**config.mk**
```make
export PLATFORM = sky130hd
export DESIGN_NAME = nine_level_pwm
export DESIGN_NICKNAME = d
export VERILOG_FILES = /design/src/rtl/nlp_pkg.sv /design/src/rtl/nlp_carrier.sv /design/src/rtl/nlp_ref_scale.sv /design/src/rtl/nlp_cell.sv /design/src/rtl/nine_level_pwm.sv
export SDC_FILE = /design/constraint.sdc
export NUM_CORES = 1
export LEC_CHECK = 0
export ABC_AREA = 1
export BUFFER_PORTS_ARGS = -buffer_cell sky130_fd_sc_hd__buf_2
export CORE_MARGIN = 4
export CORE_UTILIZATION = 30
export CTS_CLUSTER_DIAMETER = 150
export DETAILED_ROUTE_END_ITERATION = 8
export GPL_ROUTABILITY_DRIVEN = 0
export GPL_TIMING_DRIVEN = 0
export PLACE_DENSITY = 0.51
export SLEW_MARGIN = 20
export SYNTH_ARGS = -nofsm -noshare
export SYNTH_HDL_FRONTEND = slang
export SYNTH_SLANG_ARGS = --single-unit
```
**constraint.sdc**
```tcl
create_clock -name clk -period 19.2 [get_ports clk]
set_input_delay 2.88 -clock clk [delete_from_list [all_inputs] [get_ports clk]]
set_output_delay 2.88 -clock clk [all_outputs]
set_load 0.005 [all_outputs]
```
**src/rtl/nlp_pkg.sv**
```systemverilog
package nlp_pkg;

  localparam int LVL_W  = 3;
  localparam int GATE_W = 5;

  typedef logic signed [LVL_W-1:0] lvl_t;
  typedef logic [GATE_W-1:0]       gate_t;

  // bit0 = S1 .. bit4 = S5
  localparam gate_t G_POS2   = 5'b01001;
  localparam gate_t G_POS1   = 5'b11000;
  localparam gate_t G_ZERO_P = 5'b01100;
  localparam gate_t G_ZERO_N = 5'b00011;
  localparam gate_t G_NEG1   = 5'b10010;
  localparam gate_t G_NEG2   = 5'b00110;

  function automatic gate_t lvl2gate(lvl_t lvl, logic neg_half);
    gate_t g;
    case (lvl)
      3'sd2:   g = G_POS2;
      3'sd1:   g = G_POS1;
      -3'sd1:  g = G_NEG1;
      -3'sd2:  g = G_NEG2;
      default: g = neg_half ? G_ZERO_N : G_ZERO_P;
    endcase
    return g;
  endfunction

endpackage

```
**src/rtl/nlp_carrier.sv**
```systemverilog
module nlp_carrier #(
  parameter int CNT_W   = 12,
  parameter int N_CELLS = 2,
  parameter int IDX     = 0
) (
  input  logic             clk,
  input  logic             rst,
  input  logic [CNT_W-1:0] half_i,
  output logic [CNT_W-1:0] cnt_o
);

  localparam int PH_W = CNT_W + 2 + $clog2(N_CELLS + 1);

  logic [CNT_W-1:0] cnt_q;
  logic             up_q;
  logic [PH_W-1:0]  two_h, half_x, phase;
  logic [CNT_W-1:0] pre_cnt;
  logic             pre_up;

  // reset preload: position IDX*2H/N along the triangle
  always_comb begin
    half_x = PH_W'(half_i);
    two_h  = half_x << 1;
    phase  = (PH_W'(IDX) * two_h) / PH_W'(N_CELLS);
    if (phase < half_x) begin
      pre_cnt = CNT_W'(phase);
      pre_up  = 1'b1;
    end else if (phase == half_x) begin
      pre_cnt = half_i;
      pre_up  = 1'b0;
    end else begin
      pre_cnt = CNT_W'(two_h - phase);
      pre_up  = 1'b0;
    end
  end

  always_ff @(posedge clk) begin
    if (rst) begin
      cnt_q <= pre_cnt;
      up_q  <= pre_up;
    end else if (up_q) begin
      if (cnt_q >= half_i) begin
        cnt_q <= cnt_q - CNT_W'(1);
        up_q  <= 1'b0;
      end else begin
        cnt_q <= cnt_q + CNT_W'(1);
        if ((cnt_q + CNT_W'(1)) == half_i) up_q <= 1'b0;
      end
    end else begin
      if (cnt_q == '0) begin
        cnt_q <= CNT_W'(1);
        up_q  <= 1'b1;
      end else begin
        cnt_q <= cnt_q - CNT_W'(1);
        if (cnt_q == CNT_W'(1)) up_q <= 1'b1;
      end
    end
  end

  assign cnt_o = cnt_q;

  // an in-range carrier moves by exactly one step per clock
  a_r6_unit_step: assert property (@(posedge clk) disable iff (rst)
    (!$past(rst) && $stable(half_i) && (half_i >= CNT_W'(2)) && ($past(cnt_q) <= half_i))
      |-> ((cnt_q == $past(cnt_q) + CNT_W'(1)) || (cnt_q == $past(cnt_q) - CNT_W'(1))));

endmodule

```
**src/rtl/nlp_ref_scale.sv**
```systemverilog
module nlp_ref_scale #(
  parameter int REF_W = 16,
  parameter int CNT_W = 12
) (
  input  logic                    clk,
  input  logic                    rst,
  input  logic signed [REF_W-1:0] ref_i,
  input  logic [CNT_W-1:0]        half_i,
  output logic [CNT_W:0]          res_o,
  output logic                    neg_o,
  output logic                    outer_o
);

  localparam int ABS_W  = REF_W - 1;
  localparam int PROD_W = ABS_W + CNT_W;
  localparam int MAG_W  = CNT_W + 1;
  localparam int SHIFT  = REF_W - 2;

  logic [ABS_W-1:0]  mag_abs;
  logic [PROD_W-1:0] prod;
  logic [MAG_W-1:0]  mag, half_x, res_d;
  logic              neg_d, outer_d;

  always_comb begin
    if (ref_i == {1'b1, {(REF_W-1){1'b0}}})
      mag_abs = {ABS_W{1'b1}};
    else if (ref_i[REF_W-1])
      mag_abs = ABS_W'(-ref_i);
    else
      mag_abs = ABS_W'(ref_i);
    prod    = PROD_W'(mag_abs) * PROD_W'(half_i);
    mag     = prod[SHIFT +: MAG_W];
    half_x  = MAG_W'(half_i);
    neg_d   = ref_i[REF_W-1] || (ref_i == '0);
    outer_d = neg_d ? (mag >= half_x) : (mag > half_x);
    res_d   = outer_d ? (mag - half_x) : mag;
  end

  always_ff @(posedge clk) begin
    if (rst) begin
      res_o   <= '0;
      neg_o   <= 1'b1;
      outer_o <= 1'b0;
    end else begin
      res_o   <= res_d;
      neg_o   <= neg_d;
      outer_o <= outer_d;
    end
  end

  // the residue never reaches past one carrier amplitude in the outer region
  a_r4_outer_residue: assert property (@(posedge clk) disable iff (rst)
    (!$past(rst) && $stable(half_i) && outer_o) |-> (res_o < MAG_W'(half_i)));

endmodule

```
**src/rtl/nlp_cell.sv**
```systemverilog
module nlp_cell
  import nlp_pkg::*;
#(
  parameter int CNT_W = 12
) (
  input  logic             clk,
  input  logic             rst,
  input  logic             en_i,
  input  logic [CNT_W:0]   res_i,
  input  logic             neg_i,
  input  logic             outer_i,
  input  logic [CNT_W-1:0] car_i,
  output lvl_t             lvl_d_o,
  output lvl_t             lvl_o,
  output gate_t            gate_o
);

  logic  hit;
  lvl_t  lvl_d;
  gate_t gate_d;

  always_comb begin
    hit = res_i > {1'b0, car_i};
    if (!en_i)
      lvl_d = '0;
    else if (!neg_i)
      lvl_d = outer_i ? (hit ? 3'sd2 : 3'sd1) : (hit ? 3'sd1 : 3'sd0);
    else
      lvl_d = outer_i ? (hit ? -3'sd2 : -3'sd1) : (hit ? -3'sd1 : 3'sd0);
    gate_d = lvl2gate(lvl_d, neg_i && en_i);
  end

  always_ff @(posedge clk) begin
    if (rst) begin
      lvl_o  <= '0;
      gate_o <= G_ZERO_P;
    end else begin
      lvl_o  <= lvl_d;
      gate_o <= gate_d;
    end
  end

  assign lvl_d_o = lvl_d;

  // exactly two switches of the cell conduct
  a_r1_two_on: assert property (@(posedge clk) disable iff (rst)
    !$past(rst) |-> ($countones(gate_o) == 2));

  // the level stays within the pair allowed for the region it was chosen in
  a_r5_region_pair: assert property (@(posedge clk) disable iff (rst)
    (!$past(rst) && $past(en_i)) |->
      ($past(neg_i)
        ? ($past(outer_i) ? (lvl_o == -3'sd2 || lvl_o == -3'sd1)
                          : (lvl_o == -3'sd1 || lvl_o == 3'sd0))
        : ($past(outer_i) ? (lvl_o == 3'sd2 || lvl_o == 3'sd1)
                          : (lvl_o == 3'sd1 || lvl_o == 3'sd0))));

  // a disabled cycle parks the cell at zero with S3 and S4
  a_r8_parked: assert property (@(posedge clk) disable iff (rst)
    (!$past(rst) && !$past(en_i)) |-> (lvl_o == 3'sd0 && gate_o == G_ZERO_P));

endmodule

```
**src/rtl/nine_level_pwm.sv**
```systemverilog
module nine_level_pwm
  import nlp_pkg::*;
#(
  parameter int REF_W   = 16,
  parameter int CNT_W   = 12,
  parameter int N_CELLS = 2
) (
  input  logic                          clk,
  input  logic                          rst,
  input  logic                          en_i,
  input  logic                          ref_vld_i,
  input  logic [REF_W-1:0]              ref_i,
  input  logic [CNT_W-1:0]              car_half_i,
  output logic [N_CELLS*LVL_W-1:0]      cell_lvl_o,
  output logic [N_CELLS*GATE_W-1:0]     gate_o,
  output logic [$clog2(2*N_CELLS+1):0]  sum_o
);

  localparam int SUM_W = $clog2(2*N_CELLS+1) + 1;

  logic signed [REF_W-1:0] ref_q;
  logic [CNT_W:0]          res;
  logic                    neg, outer;
  lvl_t                    lvl_d [N_CELLS];
  lvl_t                    lvl_q [N_CELLS];
  logic signed [SUM_W-1:0] sum_d, sum_q;

  always_ff @(posedge clk) begin
    if (rst)            ref_q <= '0;
    else if (ref_vld_i) ref_q <= ref_i;
  end

  nlp_ref_scale #(.REF_W(REF_W), .CNT_W(CNT_W)) u_scale (
    .clk(clk), .rst(rst), .ref_i(ref_q), .half_i(car_half_i),
    .res_o(res), .neg_o(neg), .outer_o(outer)
  );

  for (genvar c = 0; c < N_CELLS; c++) begin : g_cell
    logic [CNT_W-1:0] car;
    gate_t            gate;

    nlp_carrier #(.CNT_W(CNT_W), .N_CELLS(N_CELLS), .IDX(c)) u_car (
      .clk(clk), .rst(rst), .half_i(car_half_i), .cnt_o(car)
    );

    nlp_cell #(.CNT_W(CNT_W)) u_cell (
      .clk(clk), .rst(rst), .en_i(en_i), .res_i(res), .neg_i(neg),
      .outer_i(outer), .car_i(car), .lvl_d_o(lvl_d[c]), .lvl_o(lvl_q[c]),
      .gate_o(gate)
    );

    assign cell_lvl_o[c*LVL_W +: LVL_W]   = lvl_q[c];
    assign gate_o[c*GATE_W +: GATE_W]     = gate;
  end

  always_comb begin
    sum_d = '0;
    for (int c = 0; c < N_CELLS; c++) sum_d = sum_d + SUM_W'(lvl_d[c]);
  end

  always_ff @(posedge clk) begin
    if (rst) sum_q <= '0;
    else     sum_q <= sum_d;
  end

  assign sum_o = sum_q;

  // checker-side total of the registered cell outputs
  logic signed [SUM_W-1:0] chk_sum;
  always_comb begin
    chk_sum = '0;
    for (int c = 0; c < N_CELLS; c++)
      chk_sum = chk_sum + SUM_W'($signed(cell_lvl_o[c*LVL_W +: LVL_W]));
  end

  // reported sum matches the cell levels in the same cycle
  a_r7_sum_match: assert property (@(posedge clk) disable iff (rst)
    !$past(rst) |-> ($signed(sum_o) == chk_sum));

  // the captured sample holds without a strobe
  a_r3_hold_sample: assert property (@(posedge clk) disable iff (rst)
    (!$past(rst) && !$past(ref_vld_i)) |-> $stable(ref_q));

endmodule

```
== Yosys cells after proc, flatten, opt, wreduce, memory -nomap -nowiden ==
Cells that the tools add are included.

* Equal/unequal tests: 13
* Reduce and logical (&&, ||, !) cells: 6
* Add/subtract/negate cells: 7
* Magnitude comparators: 8
* Multiply operators: 1
* Mux-type cells: 47

{| class="wikitable"
|+ Operators by type and width
! kind !! count
|-
| $mux W12 || 10
|-
| $pmux W5 S4 || 2
|-
| $gt A13 B12 Y1 || 3
|-
| $logic_not A16 Y1 || 2
|-
| $mux W15 || 2
|-
| $mux W3 || 10
|-
| $mul A15 B12 Y27 || 1
|-
| $add A12 B1 Y12 const B || 2
|-
| $eq A12 B1 Y1 const B || 2
|-
| $eq A12 B12 Y1 || 2
|-
| $ge A12 B12 Y1 || 2
|-
| $logic_not A12 Y1 || 2
|-
| $sub A12 B1 Y12 const B || 2
|-
| $mux W1 || 19
|-
| $eq A16 B16 Y1 const B || 1
|-
| $neg A15 Y15 || 1
|-
| $ge A13 B12 Y1 || 1
|-
| $mux W13 || 1
|-
| $sub A13 B12 Y13 || 1
|-
| $eq A3 B3 Y1 const B || 4
|-
| $lt A1 B12 Y1 const A || 1
|-
| $lt A12 B12 Y1 || 1
|-
| $eq A3 B1 Y1 const B || 2
|-
| $eq A3 B2 Y1 const B || 2
|-
| 5 further kinds || 6
|}

* Logic and storage cells: 95
* Output and inout bits: 20
* Bits of input ports: 32
* Bits in registers: 77

== Depth between registers and ports, before layout ==
Gate-level depths: netlist (run 1).

* Depth in word-level cells: 7
* Depth in mapped cells: 43
* Gate-level depth less buffers: 43

== Modules after synthesis ==
From an unflattened synthesis (run 1), not the netlist that was laid out.

* Cell total of the unflattened synthesis: 1842
* Area total of the unflattened synthesis: 12702.2 um^2

{| class="wikitable"
|+ Modules (own cells, without submodules)
! module !! times used !! seq. area each (um^2) !! cells an instance !! area an instance (um^2)
|-
| nlp_ref_scale || 1 || 300.3 || 1017 || 7374.6
|-
| nlp_carrier (g_cell[1].u_car) || 1 || 260.2 || 272 || 1651.6
|-
| nlp_carrier (g_cell[0].u_car) || 1 || 260.2 || 269 || 1601.5
|-
| nlp_cell || 2 || 160.2 || 98 || 665.6
|-
| nine_level_pwm || 1 || 400.4 || 88 || 743.2
|}

== Least setup slack after synthesis (run 1) ==
OpenSTA, ideal clock, no wires.

* Kind: input to register
* Start: input port car_half_i[5]
* End: register u_scale.res_o[1]
* Stages on the path: 33
* Slack: 10.216 ns
* Setup time: 0.114 ns
* Data arrival time: 8.870 ns
* Buffers on the path: 3
* Data required time: 19.086 ns
* Cells stage by stage: clkbuf_1 -> clkbuf_1 -> nand2_1 -> fa_1 -> fa_1 -> inv_1 -> fa_1 -> fa_1 -> inv_1 -> fa_1 -> inv_1 -> ha_1 -> nand2_1 -> nor2_1 -> inv_1 -> nor3_1 -> nand2_1 -> nand2_1 -> xor2_1 -> ha_1 -> nand2_1 -> nand2_1 -> a31oi_1 -> inv_1 -> nand4_1 -> o2111ai_1 -> nand2_1 -> nand3_1 -> o21ai_1 -> nand2_4 -> buf_6 -> nand3_2 -> nand2_1

* Longest elaborated chain between the ends: 4
* Elaborated cells on any way between the ends: 6
* Those cells by class: add/sub: 1; mul: 1; order compare: 2; mux: 2

{| class="wikitable"
|+ RTL lines
! element !! RTL line !! RTL
|-
| from (decl) || nine_level_pwm.sv:13 || <nowiki>input logic [CNT_W-1:0] car_half_i,</nowiki>
|-
| $mul A15 B12 Y27 || nlp_ref_scale.sv:31 || <nowiki>prod = PROD_W'(mag_abs) * PROD_W'(half_i);</nowiki>
|-
| $gt A13 B12 Y1 or $ge A13 B12 Y1 (tied branches) || nlp_ref_scale.sv:35 || <nowiki>outer_d = neg_d ? (mag >= half_x) : (mag > half_x);</nowiki>
|-
| $mux W1 || nlp_ref_scale.sv:35 ||
|-
| $mux W13 (*) || nlp_ref_scale.sv:36 || <nowiki>res_d = outer_d ? (mag - half_x) : mag;</nowiki>
|-
| to (signal assigned) || nlp_ref_scale.sv:45 || <nowiki>res_o <= res_d;</nowiki>
|-
| to (decl) || nlp_ref_scale.sv:9 || <nowiki>output logic [CNT_W:0] res_o,</nowiki>
|}

Mark *: on every way between the ends. The rest lies on a longest branch, timed or not.
A chain may end at the register's enable or synchronous reset.

== Final worst setup path (run 1) ==
* Start: input port car_half_i[9]
* End: register u_scale.res_o[3]

The elaborated chain is that of the path after synthesis.

==> impl_summary.txt, run 1 <==
----------------------------------------------------
[Global route]
  Number of antenna violations at the first check in global routing ... 0
  Maximum number of pins on one net before global-route repair ... 17
  Number of global-route vias before repair ... 11100
  Total GRT Usage ... 17.3%
  First-pass GRT wire length ... 59900 um
  Total congestion overflow ... 0

[Worst setup path]
  Data arrival time of the critical path ... 10.68 ns
  Most Frequent Cell on Critical Path ... fa_1
  Worst stage delay on the critical path ... 0.84 ns
  Crit path required time ... 19.46 ns
  Kind of capture point of the worst setup path ... flop
  Cell with the biggest individual delay on the critical path ... clkinv_1
  Peak fanout along the critical path ... 11
  WS Path Type ... input port to flop
  Critical Path Start Type ... input port

[Drt]
  Met3 wire length ... 1800 um
  Uppermost layer routed ... met4
  Detail Route Antenna Nets ... 0
  Final Routed Wirelength ... 37200 um
  DRT met1 WL ... 17000 um
  Detailed-routed wire length on met2 ... 17600 um
  Vias after detailed routing ... 10900
  Drt pass-1 iters ... 5
  DR iter-0 viols ... 604
  Via density per instance ... 4.83
  Post-detailed-route wirelength per cell ... 16.4 um
  DRC Markers ... 0

[Place]
  HPWL Detailed ... 30500 um
  Port bufs ... 48
  Cell total after placement ... 2248

[Yosys]
  Sequential cell area fraction in the yosys report ... 12.8%
  Most common flop cell mapped by yosys ... dfxtp_1
  Number of warning messages in the yosys log ... 0
  Fraction of synthesis flops using an asynchronous set or reset pin ... 0%
  Netlist cell types ... 52
  Synthesis-stage register bit count ... 77
  Count of flip-flops with a built-in enable after synthesis ... 0
  Syn Std Cell Area ... 0.0120 mm2
  Mean Syn Cell Area ... 7.19 um2
  Post-synthesis net count ... 1976
  Synth Instances ... 1675

[Timing]
  Maximum operating frequency ... 96.0 MHz
  Setup Skew ... 0.0121 ns
  Hold Vio Cnt, Final ... 0
  Fin Setup TNS ... 0 ns
  Number of pins exceeding their max-slew limit in the final report ... 0
  Post-route fraction of the period consumed by the critical path ... 54.3%
  Final critical delay including setup and external delays ... 10.42 ns
  Setup repair after global routing missed its margin ... false
  Setup Viol. Count Final ... 0
  Remaining max-slew budget at the tightest pin ... 39.2%
  Transition time of the tightest slew-check pin ... 0.904 ns

[Die]
  Die Y-Extent ... 208 um
  Core box area ... 0.0397 mm2
  Die area ... 0.0434 mm2
  Initial core utilization ... 30.3%
  Standard-cell rows ... 73
  Die X-Extent ... 208 um
  Number of top-level pins ... 52

[CTS]
  Number of instances resized during post-cts repair ... 0
  Clock tree from TritonCTS ... done
  Clock latency on the worst-skew pair ... 0.37 ns
  Num Clock Sinks ... 77
  Largest buffer count on any clock path ... 2
  CTS H-tree lvls ... 3
  Quantity of hold-fixing buffers added after cts ... 0
  CTS clk-pin slew, worst paths ... 0.07 ns
  Number of buffers added by the clock tree synthesis step ... 9
  Root buffer cell ... clkbuf_16
  Count of buffers added by post-CTS timing repair for setup ... 0

[Run status]
  Status ... complete, no violations

[Final layout]
  Area growth, synth to finish ... 9.85%
  Share of final-layout standard cells stronger than drive strength 1 ... 6.61%
  Antenna diodes ... 0
  Commonest non-fill, non-tap cells in the layout ... 355 x nand2_1, 325 x inv_1, 152 x nor2_1, 138 x ha_1, 131 x fa_1
  Multi-input gate area in the final layout ... 0.00905 mm2
  Filler cell count ... 4357
  Nets ... 2035
  Finished Layout Cells ... 2264
  Leading cell type in the layout, fill and taps excluded ... nand2_1
  FF/Latch Area ... 0.00154 mm2

[Job]
  Count of max-cap constraint violations ... 0

[Min path]
  Hold Crit Class ... flop to flop

----------------------------------------------------
synthesized netlist by cell type, types with 2 or more instances:
| master | n | area, um2 |
|---|---|---|
| nand4_1 | 23 | 144 |
| nand2_2 | 7 | 43.8 |
| a21boi_0 | 3 | 22.5 |
| nor4_1 | 2 | 12.5 |
| nor2_4 | 3 | 33.8 |
| a21oi_2 | 2 | 17.5 |
| fa_1 | 131 | 2620 |
| a21o_1 | 3 | 22.5 |
| o211ai_1 | 15 | 113 |
| buf_6 | 2 | 22.5 |
| nand2_1 | 355 | 1330 |
| o21ai_1 | 15 | 75.1 |
| o21bai_1 | 3 | 22.5 |
| buf_2 | 3 | 15.0 |
| nor2_2 | 4 | 25.0 |
| nand3_1 | 50 | 250 |
| dfxtp_1 | 77 | 1540 |
| xor2_1 | 63 | 552 |
| nand3_2 | 12 | 120 |
| or2_2 | 2 | 12.5 |
| xnor2_1 | 9 | 78.8 |
| inv_1 | 325 | 1220 |
| a2111oi_0 | 3 | 26.3 |
| clkbuf_1 | 31 | 116 |
| nor3_2 | 2 | 20.0 |
| nand2_4 | 3 | 33.8 |
| ha_1 | 138 | 1730 |
| nor2_1 | 152 | 571 |
| a21oi_1 | 97 | 485 |
| inv_2 | 8 | 30.0 |
| o21ai_0 | 64 | 320 |
| clkinv_1 | 8 | 30.0 |
| a31oi_1 | 8 | 50.1 |
| o2111ai_1 | 2 | 17.5 |
| nor3_1 | 28 | 140 |
| nor3b_1 | 3 | 22.5 |
| nand3b_1 | 4 | 30.0 |
final cells by class:
| cell class | instances | share of cell area (%) |
|---|---|---|
| Sequential cell | 77 | 11.7 |
| Multi-Input combinational cell | 1218 | 68.4 |
| Clock buffer | 9 | 1.70 |
| Clock inverter | 7 | 0.482 |
| Tap cell | 525 | 4.97 |
| Buffer | 38 | 1.25 |
| Inverter | 342 | 9.74 |
| Timing Repair Buffer | 48 | 1.82 |
cell families (layout without fill, tap and decap cells):
logic type               Yosys count  in the layout  synth area share, %
AND/OR/NAND/NOR                  654            654                 23.5
buffers and inverters            380            444                 12.1
flip-flops                        77             77                 12.8
XOR/XNOR                          72             72                 5.24
adder cells (fa/ha/maj)          269            269                 36.1
AO/OA/AOI/OAI                    223            223                 10.3
registers in the layout (all words and copies together) (netlist names):
register              count
g_cell.u_car.up_q         2
g_cell.u_car.cnt_o       24
g_cell.u_cell.lvl_o       6
sum_o                     4
u_scale.outer_o           1
ref_q                    16
g_cell.u_cell.gate_o     10
u_scale.res_o            13
u_scale.neg_o             1
worst max-delay path: cells and delay by family:
family,cells,cell delay (ns)
AO/OA/AOI/OAI,3,1.10
adder cells (fa/ha/maj),7,3.04
buffers and inverters,7,1.95
AND/OR/NAND/NOR,12,1.69
metal layers:
| metal | global-route usage, % | vias to the layer above |
|---|---|---|
| li1 | - | 5358 |
| met1 | 22.9 | 5260 |
| met2 | 29.6 | 273 |
| met3 | 2.82 | 52 |
| met4 | 4.33 | 0 |
| met5 | 0 | - |
per-stage QoR:
| step | setup WS, ns | area, um2 | hold slack, ns | util, % |
|---|---|---|---|---|
| after CTS | 8.86 | 13200 | 0.511 | 33.3 |
| after global placement | 8.44 | 12900 | 0.498 | 32.6 |
| after global routing | 8.32 | 13200 | 0.541 | 33.3 |
| after detailed placement | 8.49 | 12900 | 0.502 | 32.6 |
| after floorplan | 10.22 | 12000 | 0.468 | - |
| final | 8.78 | 13200 | 0.505 | 33.3 |
worst paths after layout:
check	startpoint	end	slack (ns)	cells after the start
hold reg to reg	ref_q[12]$_SDFFE_PP0P_	ref_q[12]$_SDFFE_PP0P_	0.51	2
setup / recovery	car_half_i[9]	u_scale.res_o[3]$_SDFF_PP0_	8.78	29
hold / removal	ref_q[12]$_SDFFE_PP0P_	ref_q[12]$_SDFFE_PP0P_	0.51	2
setup reg to reg	ref_q[0]$_SDFFE_PP0P_	u_scale.res_o[3]$_SDFF_PP0_	10.26	35
Power of run 1 is not shown: default switching activity piles up to over one toggle a cycle in this logic, so the estimate is an artifact.
==> inputs of run 2 (changes only) <==
PLACE_DENSITY = 0.52   (was 0.51)
clock period = 8.8 ns   (was 19.2 ns; I/O delays follow)
==> impl_summary.txt, run 2 (synthesized netlist as in run 1, its figures left out) <==
----------------------------------------------------
[Run status]
  Status ... complete, no violations

[Min path]
  Hold Crit Class ... flop to flop

[CTS]
  Root buffer cell ... clkbuf_16
  Number of buffers added by the clock tree synthesis step ... 9
  Quantity of hold-fixing buffers added after cts ... 0
  Clock latency on the worst-skew pair ... 0.37 ns
  Num Clock Sinks ... 77
  Largest buffer count on any clock path ... 2
  Clock tree from TritonCTS ... done
  CTS clk-pin slew, worst paths ... 0.07 ns
  CTS H-tree lvls ... 3

[Global route]
  Met1 track demand over resource ... 23.1%
  Maximum number of pins on one net before global-route repair ... 17
  Total GRT Usage ... 17.3%
  Layer carrying the most global-route usage ... met2
  First-pass GRT wire length ... 59800 um
  Number of global-route vias before repair ... 11000
  Global-route track usage on met3 ... 2.88%
  Total congestion overflow ... 0
  Met2 Track Usage GR ... 29.4%
  Number of antenna violations at the first check in global routing ... 0

[Drt]
  Post-detailed-route wirelength per cell ... 16.5 um
  DRC Markers ... 0
  Final Routed Wirelength ... 37300 um
  Via density per instance ... 4.81
  DR iter-0 viols ... 768
  Detail Route Antenna Nets ... 0
  Drt pass-1 iters ... 5
  Vias after detailed routing ... 10900

[Worst setup path]
  Kind of capture point of the worst setup path ... flop
  Peak fanout along the critical path ... 7
  Data arrival time of the critical path ... 8.60 ns
  Most Frequent Cell on Critical Path ... nand2_1
  Worst stage delay on the critical path ... 0.54 ns
  Critical Path Start Type ... flop
  WS Path Type ... flop to flop
  Crit path required time ... 9.11 ns
  Category of cells accounting for the largest share of critical-path delay ... adder cells
  Cell with the biggest individual delay on the critical path ... fa_1
  Crit path buffers/inverters ... 9

[Die]
  Die X-Extent ... 208 um
  Initial core utilization ... 30.3%
  Number of top-level pins ... 52
  Die area ... 0.0434 mm2
  Die Y-Extent ... 208 um
  Core box area ... 0.0397 mm2
  Standard-cell rows ... 73

[Final layout]
  Commonest non-fill, non-tap cells in the layout ... 354 x nand2_1, 323 x inv_1, 151 x nor2_1, 138 x ha_1, 131 x fa_1
  Area growth, synth to finish ... 10.9%
  Share of final-layout standard cells stronger than drive strength 1 ... 7.75%
  Antenna diodes ... 0
  Finished Layout Cells ... 2267
  Nets ... 2038
  Max reg flops ... 24
  Leading cell type in the layout, fill and taps excluded ... nand2_1
  Post-route core utilization ... 33.6%

[Place]
  HPWL Detailed ... 30500 um
  Cell total after placement ... 2248
  Port bufs ... 48

[Timing]
  Setup Viol. Count Final ... 0
  Setup Skew ... 0.0146 ns
  Hold Vio Cnt, Final ... 0
  Remaining max-slew budget at the tightest pin ... 19.7%
  Number of pins exceeding their max-slew limit in the final report ... 0
  Post-route fraction of the period consumed by the critical path ... 94.2%
  Maximum operating frequency ... 121 MHz
  Fin Setup TNS ... 0 ns
  Transition time of the tightest slew-check pin ... 1.19 ns
  Final critical delay including setup and external delays ... 8.29 ns

[Job]
  Count of max-cap constraint violations ... 0

----------------------------------------------------
run 2: cell types whose count changed in the layout (fill, tap and decap cells not counted), sizes merged:
cell	previous run	this run
buf	55	59
bufinv	0	1
clkbuf	40	39
clkinv	8	10
clkinvlp	2	1
inv	339	337
run 2: routing by layer:
| metal | vias up | wire (um) |
|---|---|---|
| met2 | 274 | 17600 |
| met1 | 5211 | 17100 |
| met4 | 0 | 930 |
| li1 | 5366 | - |
| met5 | - | 0 |
| met3 | 53 | 1760 |
run 2: path summary, 6_finish.rpt:
kind                                from  cells past startpoint                          end  slack (ns)
hold / removal    ref_q[12]$_SDFFE_PP0P_                      2       ref_q[12]$_SDFFE_PP0P_        0.51
setup reg to reg   ref_q[0]$_SDFFE_PP0P_                     41  u_scale.res_o[4]$_SDFF_PP0_        0.51
hold reg to reg   ref_q[12]$_SDFFE_PP0P_                      2       ref_q[12]$_SDFFE_PP0P_        0.51
setup / recovery   ref_q[0]$_SDFFE_PP0P_                     41  u_scale.res_o[4]$_SDFF_PP0_        0.51
run 2: what timing repair did:
action                     4_1_cts  5_1_grt
resized for setup                2       22
setup buffers                    0        4
setup endpoints to repair       10       14
pin swaps                        0        1
run 2: layout make-up:
cell class              count  area [um2]
clock buffers               9         225
well taps                 525         657
repair buffers             52         270
plain buffers              37         169
multi-input cells        1218        9100
flip-flops and latches     77        1540
inverters                 342        1290
clock inverters             7        92.6
fillers                  4319       26400
run 2: worst min-delay path, delay by kind of cell (launching register included):
kind / cells / cell delay (ns)
AOI/OAI and AO/OA: 1 / 0.06
DFF: 1 / 0.33
buffers and inverters: 1 / 0.08
run 2: stage by stage:
| step | setup slack (ns) | area (um2) | hold WS [ns] |
|---|---|---|---|
| after floorplan | 1.38 | 12000 | 0.468 |
| after global placement | -0.432 | 12900 | 0.498 |
| after detailed placement | -0.483 | 12900 | 0.502 |
| after CTS | 0.0309 | 13300 | 0.513 |
| after global routing | -0.0131 | 13400 | 0.550 |
| final | 0.511 | 13400 | 0.509 |
Power of run 2 is left out for the same reason.
==> inputs of run 3 (changes only) <==
MAX_ROUTING_LAYER = met4   (was not set)
==> impl_summary.txt, run 3 (synthesized netlist as in run 1, its figures left out) <==
----------------------------------------------------
[Drt]
  Via density per instance ... 4.80
  Drt pass-1 iters ... 5
  DR iter-0 viols ... 746
  Post-detailed-route wirelength per cell ... 16.5 um
  Final Routed Wirelength ... 37300 um
  Detail Route Antenna Nets ... 0
  Vias after detailed routing ... 10900
  DRC Markers ... 0

[Die]
  Die area ... 0.0434 mm2
  Standard-cell rows ... 73
  Core box area ... 0.0397 mm2
  Initial core utilization ... 30.3%
  Number of top-level pins ... 52
  Die X-Extent ... 208 um
  Die Y-Extent ... 208 um

[Timing]
  Number of pins exceeding their max-slew limit in the final report ... 0
  Maximum operating frequency ... 121 MHz
  Post-route fraction of the period consumed by the critical path ... 93.9%
  Setup Viol. Count Final ... 0
  Final critical delay including setup and external delays ... 8.27 ns
  Hold Vio Cnt, Final ... 0
  Transition time of the tightest slew-check pin ... 1.18 ns
  Fin Setup TNS ... 0 ns
  Setup Skew ... 0.0165 ns
  Remaining max-slew budget at the tightest pin ... 20.5%

[Worst setup path]
  Worst R2R Setup Slack ... 0.55 ns
  Reg2Reg Capture Point ... u_scale.res_o[4]$_SDFF_PP0_
  Critical Path Start Type ... input port
  WS Path Type ... input port to flop
  Worst stage delay on the critical path ... 0.54 ns
  Cell with the biggest individual delay on the critical path ... fa_1
  Kind of capture point of the worst setup path ... flop
  Length in cells of the worst reg-to-reg path ... 41
  Crit path required time ... 9.11 ns
  Most Frequent Cell on Critical Path ... nand2_1
  Peak fanout along the critical path ... 10
  Critical register-to-register path startpoint ... ref_q[0]$_SDFFE_PP0P_
  Data arrival time of the critical path ... 8.58 ns

[Final layout]
  Finished Layout Cells ... 2267
  Area growth, synth to finish ... 10.8%
  Filler cell count ... 4317
  Leading cell type in the layout, fill and taps excluded ... nand2_1
  Post-route design area ... 0.0133 mm2
  Max reg flops ... 24
  Antenna diodes ... 0
  Commonest non-fill, non-tap cells in the layout ... 354 x nand2_1, 323 x inv_1, 152 x nor2_1, 138 x ha_1, 131 x fa_1
  Nets ... 2038
  Share of final-layout standard cells stronger than drive strength 1 ... 7.63%

[Global route]
  First-pass GRT wire length ... 59800 um
  Total GRT Usage ... 17.8%
  Total congestion overflow ... 0
  Number of antenna violations at the first check in global routing ... 0
  Maximum number of pins on one net before global-route repair ... 17
  Number of global-route vias before repair ... 11000

[CTS]
  Quantity of hold-fixing buffers added after cts ... 0
  Clock latency on the worst-skew pair ... 0.38 ns
  Number of buffers added by the clock tree synthesis step ... 9
  Clock tree from TritonCTS ... done
  Largest buffer count on any clock path ... 2
  Root buffer cell ... clkbuf_16
  Num Clock Sinks ... 77
  CTS clk-pin slew, worst paths ... 0.07 ns
  CTS H-tree lvls ... 3

[Min path]
  Instance count along the most critical hold path ... 2
  Min-Delay Startpoint ... ref_q[12]$_SDFFE_PP0P_
  Hold Crit Class ... flop to flop
  Worst-case hold path end point ... ref_q[12]$_SDFFE_PP0P_

[Run status]
  Status ... complete, no violations

[Place]
  Cell total after placement ... 2248
  Cell area after placement ... 0.0129 mm2
  Port bufs ... 48
  HPWL Detailed ... 30500 um

[Job]
  Count of max-cap constraint violations ... 0

----------------------------------------------------
-- run 3: cell count changes in the layout (fill, tap and decap cells not counted) --
cell	delta
nor2_2	-1
nor3_2	-1
nor2_1	+1
nor3_1	+1
-- run 3: layout make-up --
class / instances / area [um2] / area share (%)
Buffer: 37 / 169 / 1.27
Clock buffer: 9 / 225 / 1.69
Clock inverter: 7 / 92.6 / 0.694
Inverter: 342 / 1290 / 9.70
Multi-Input combinational cell: 1218 / 9090 / 68.2
Sequential cell: 77 / 1540 / 11.6
Tap cell: 525 / 657 / 4.92
Timing Repair Buffer: 52 / 270 / 2.03
-- run 3: metal layers --
layer  track usage, %  up-vias  wire length, um
met5                -        -                0
met4             4.48        0              926
met3             2.62       59             1770
met2             29.4      257            17600
met1             23.2     5206            17000
li1                 -     5367                -
-- run 3: worst max-delay path: cells and delay by family --
family                   cells  cell delay, ns
adder cells (fa/ha/maj)      7            3.22
AND/OR/NAND/NOR             15            1.84
buffers and inverters        7            1.35
AO/OA/AOI/OAI                3            0.59
XOR/XNOR                     1            0.23
-- run 3: how the worst max path moves through the flow --
stage                                   endpoint                   from  cells after the start
global route        u_scale.res_o[12]$_SDFF_PP0_  ref_q[0]$_SDFFE_PP0P_                     37
floorplan            u_scale.res_o[1]$_SDFF_PP0_          car_half_i[5]                     33
CTS                  u_scale.res_o[4]$_SDFF_PP0_  ref_q[0]$_SDFFE_PP0P_                     34
detailed placement   u_scale.res_o[4]$_SDFF_PP0_          car_half_i[9]                     29
finish               u_scale.res_o[4]$_SDFF_PP0_          car_half_i[5]                     33
global placement     u_scale.res_o[4]$_SDFF_PP0_          car_half_i[9]                     29
-- run 3: what timing repair did --
item | CTS | global route
pin swaps | 0 | 1
setup endpoints to repair | 10 | 14
buffers inserted | 0 | 4
resized for setup | 2 | 20
-- run 3: metrics by stage --
step / hold WS, ns / worst slack [ns] / utilization, %
floorplan: 0.468 / 1.38 / -
global placement: 0.498 / -0.432 / 32.6
detailed placement: 0.502 / -0.483 / 32.6
CTS: 0.513 / 0.0309 / 33.4
global route: 0.550 / -0.0565 / 33.6
finish: 0.507 / 0.534 / 33.6
Power of run 3 is left out for the same reason.
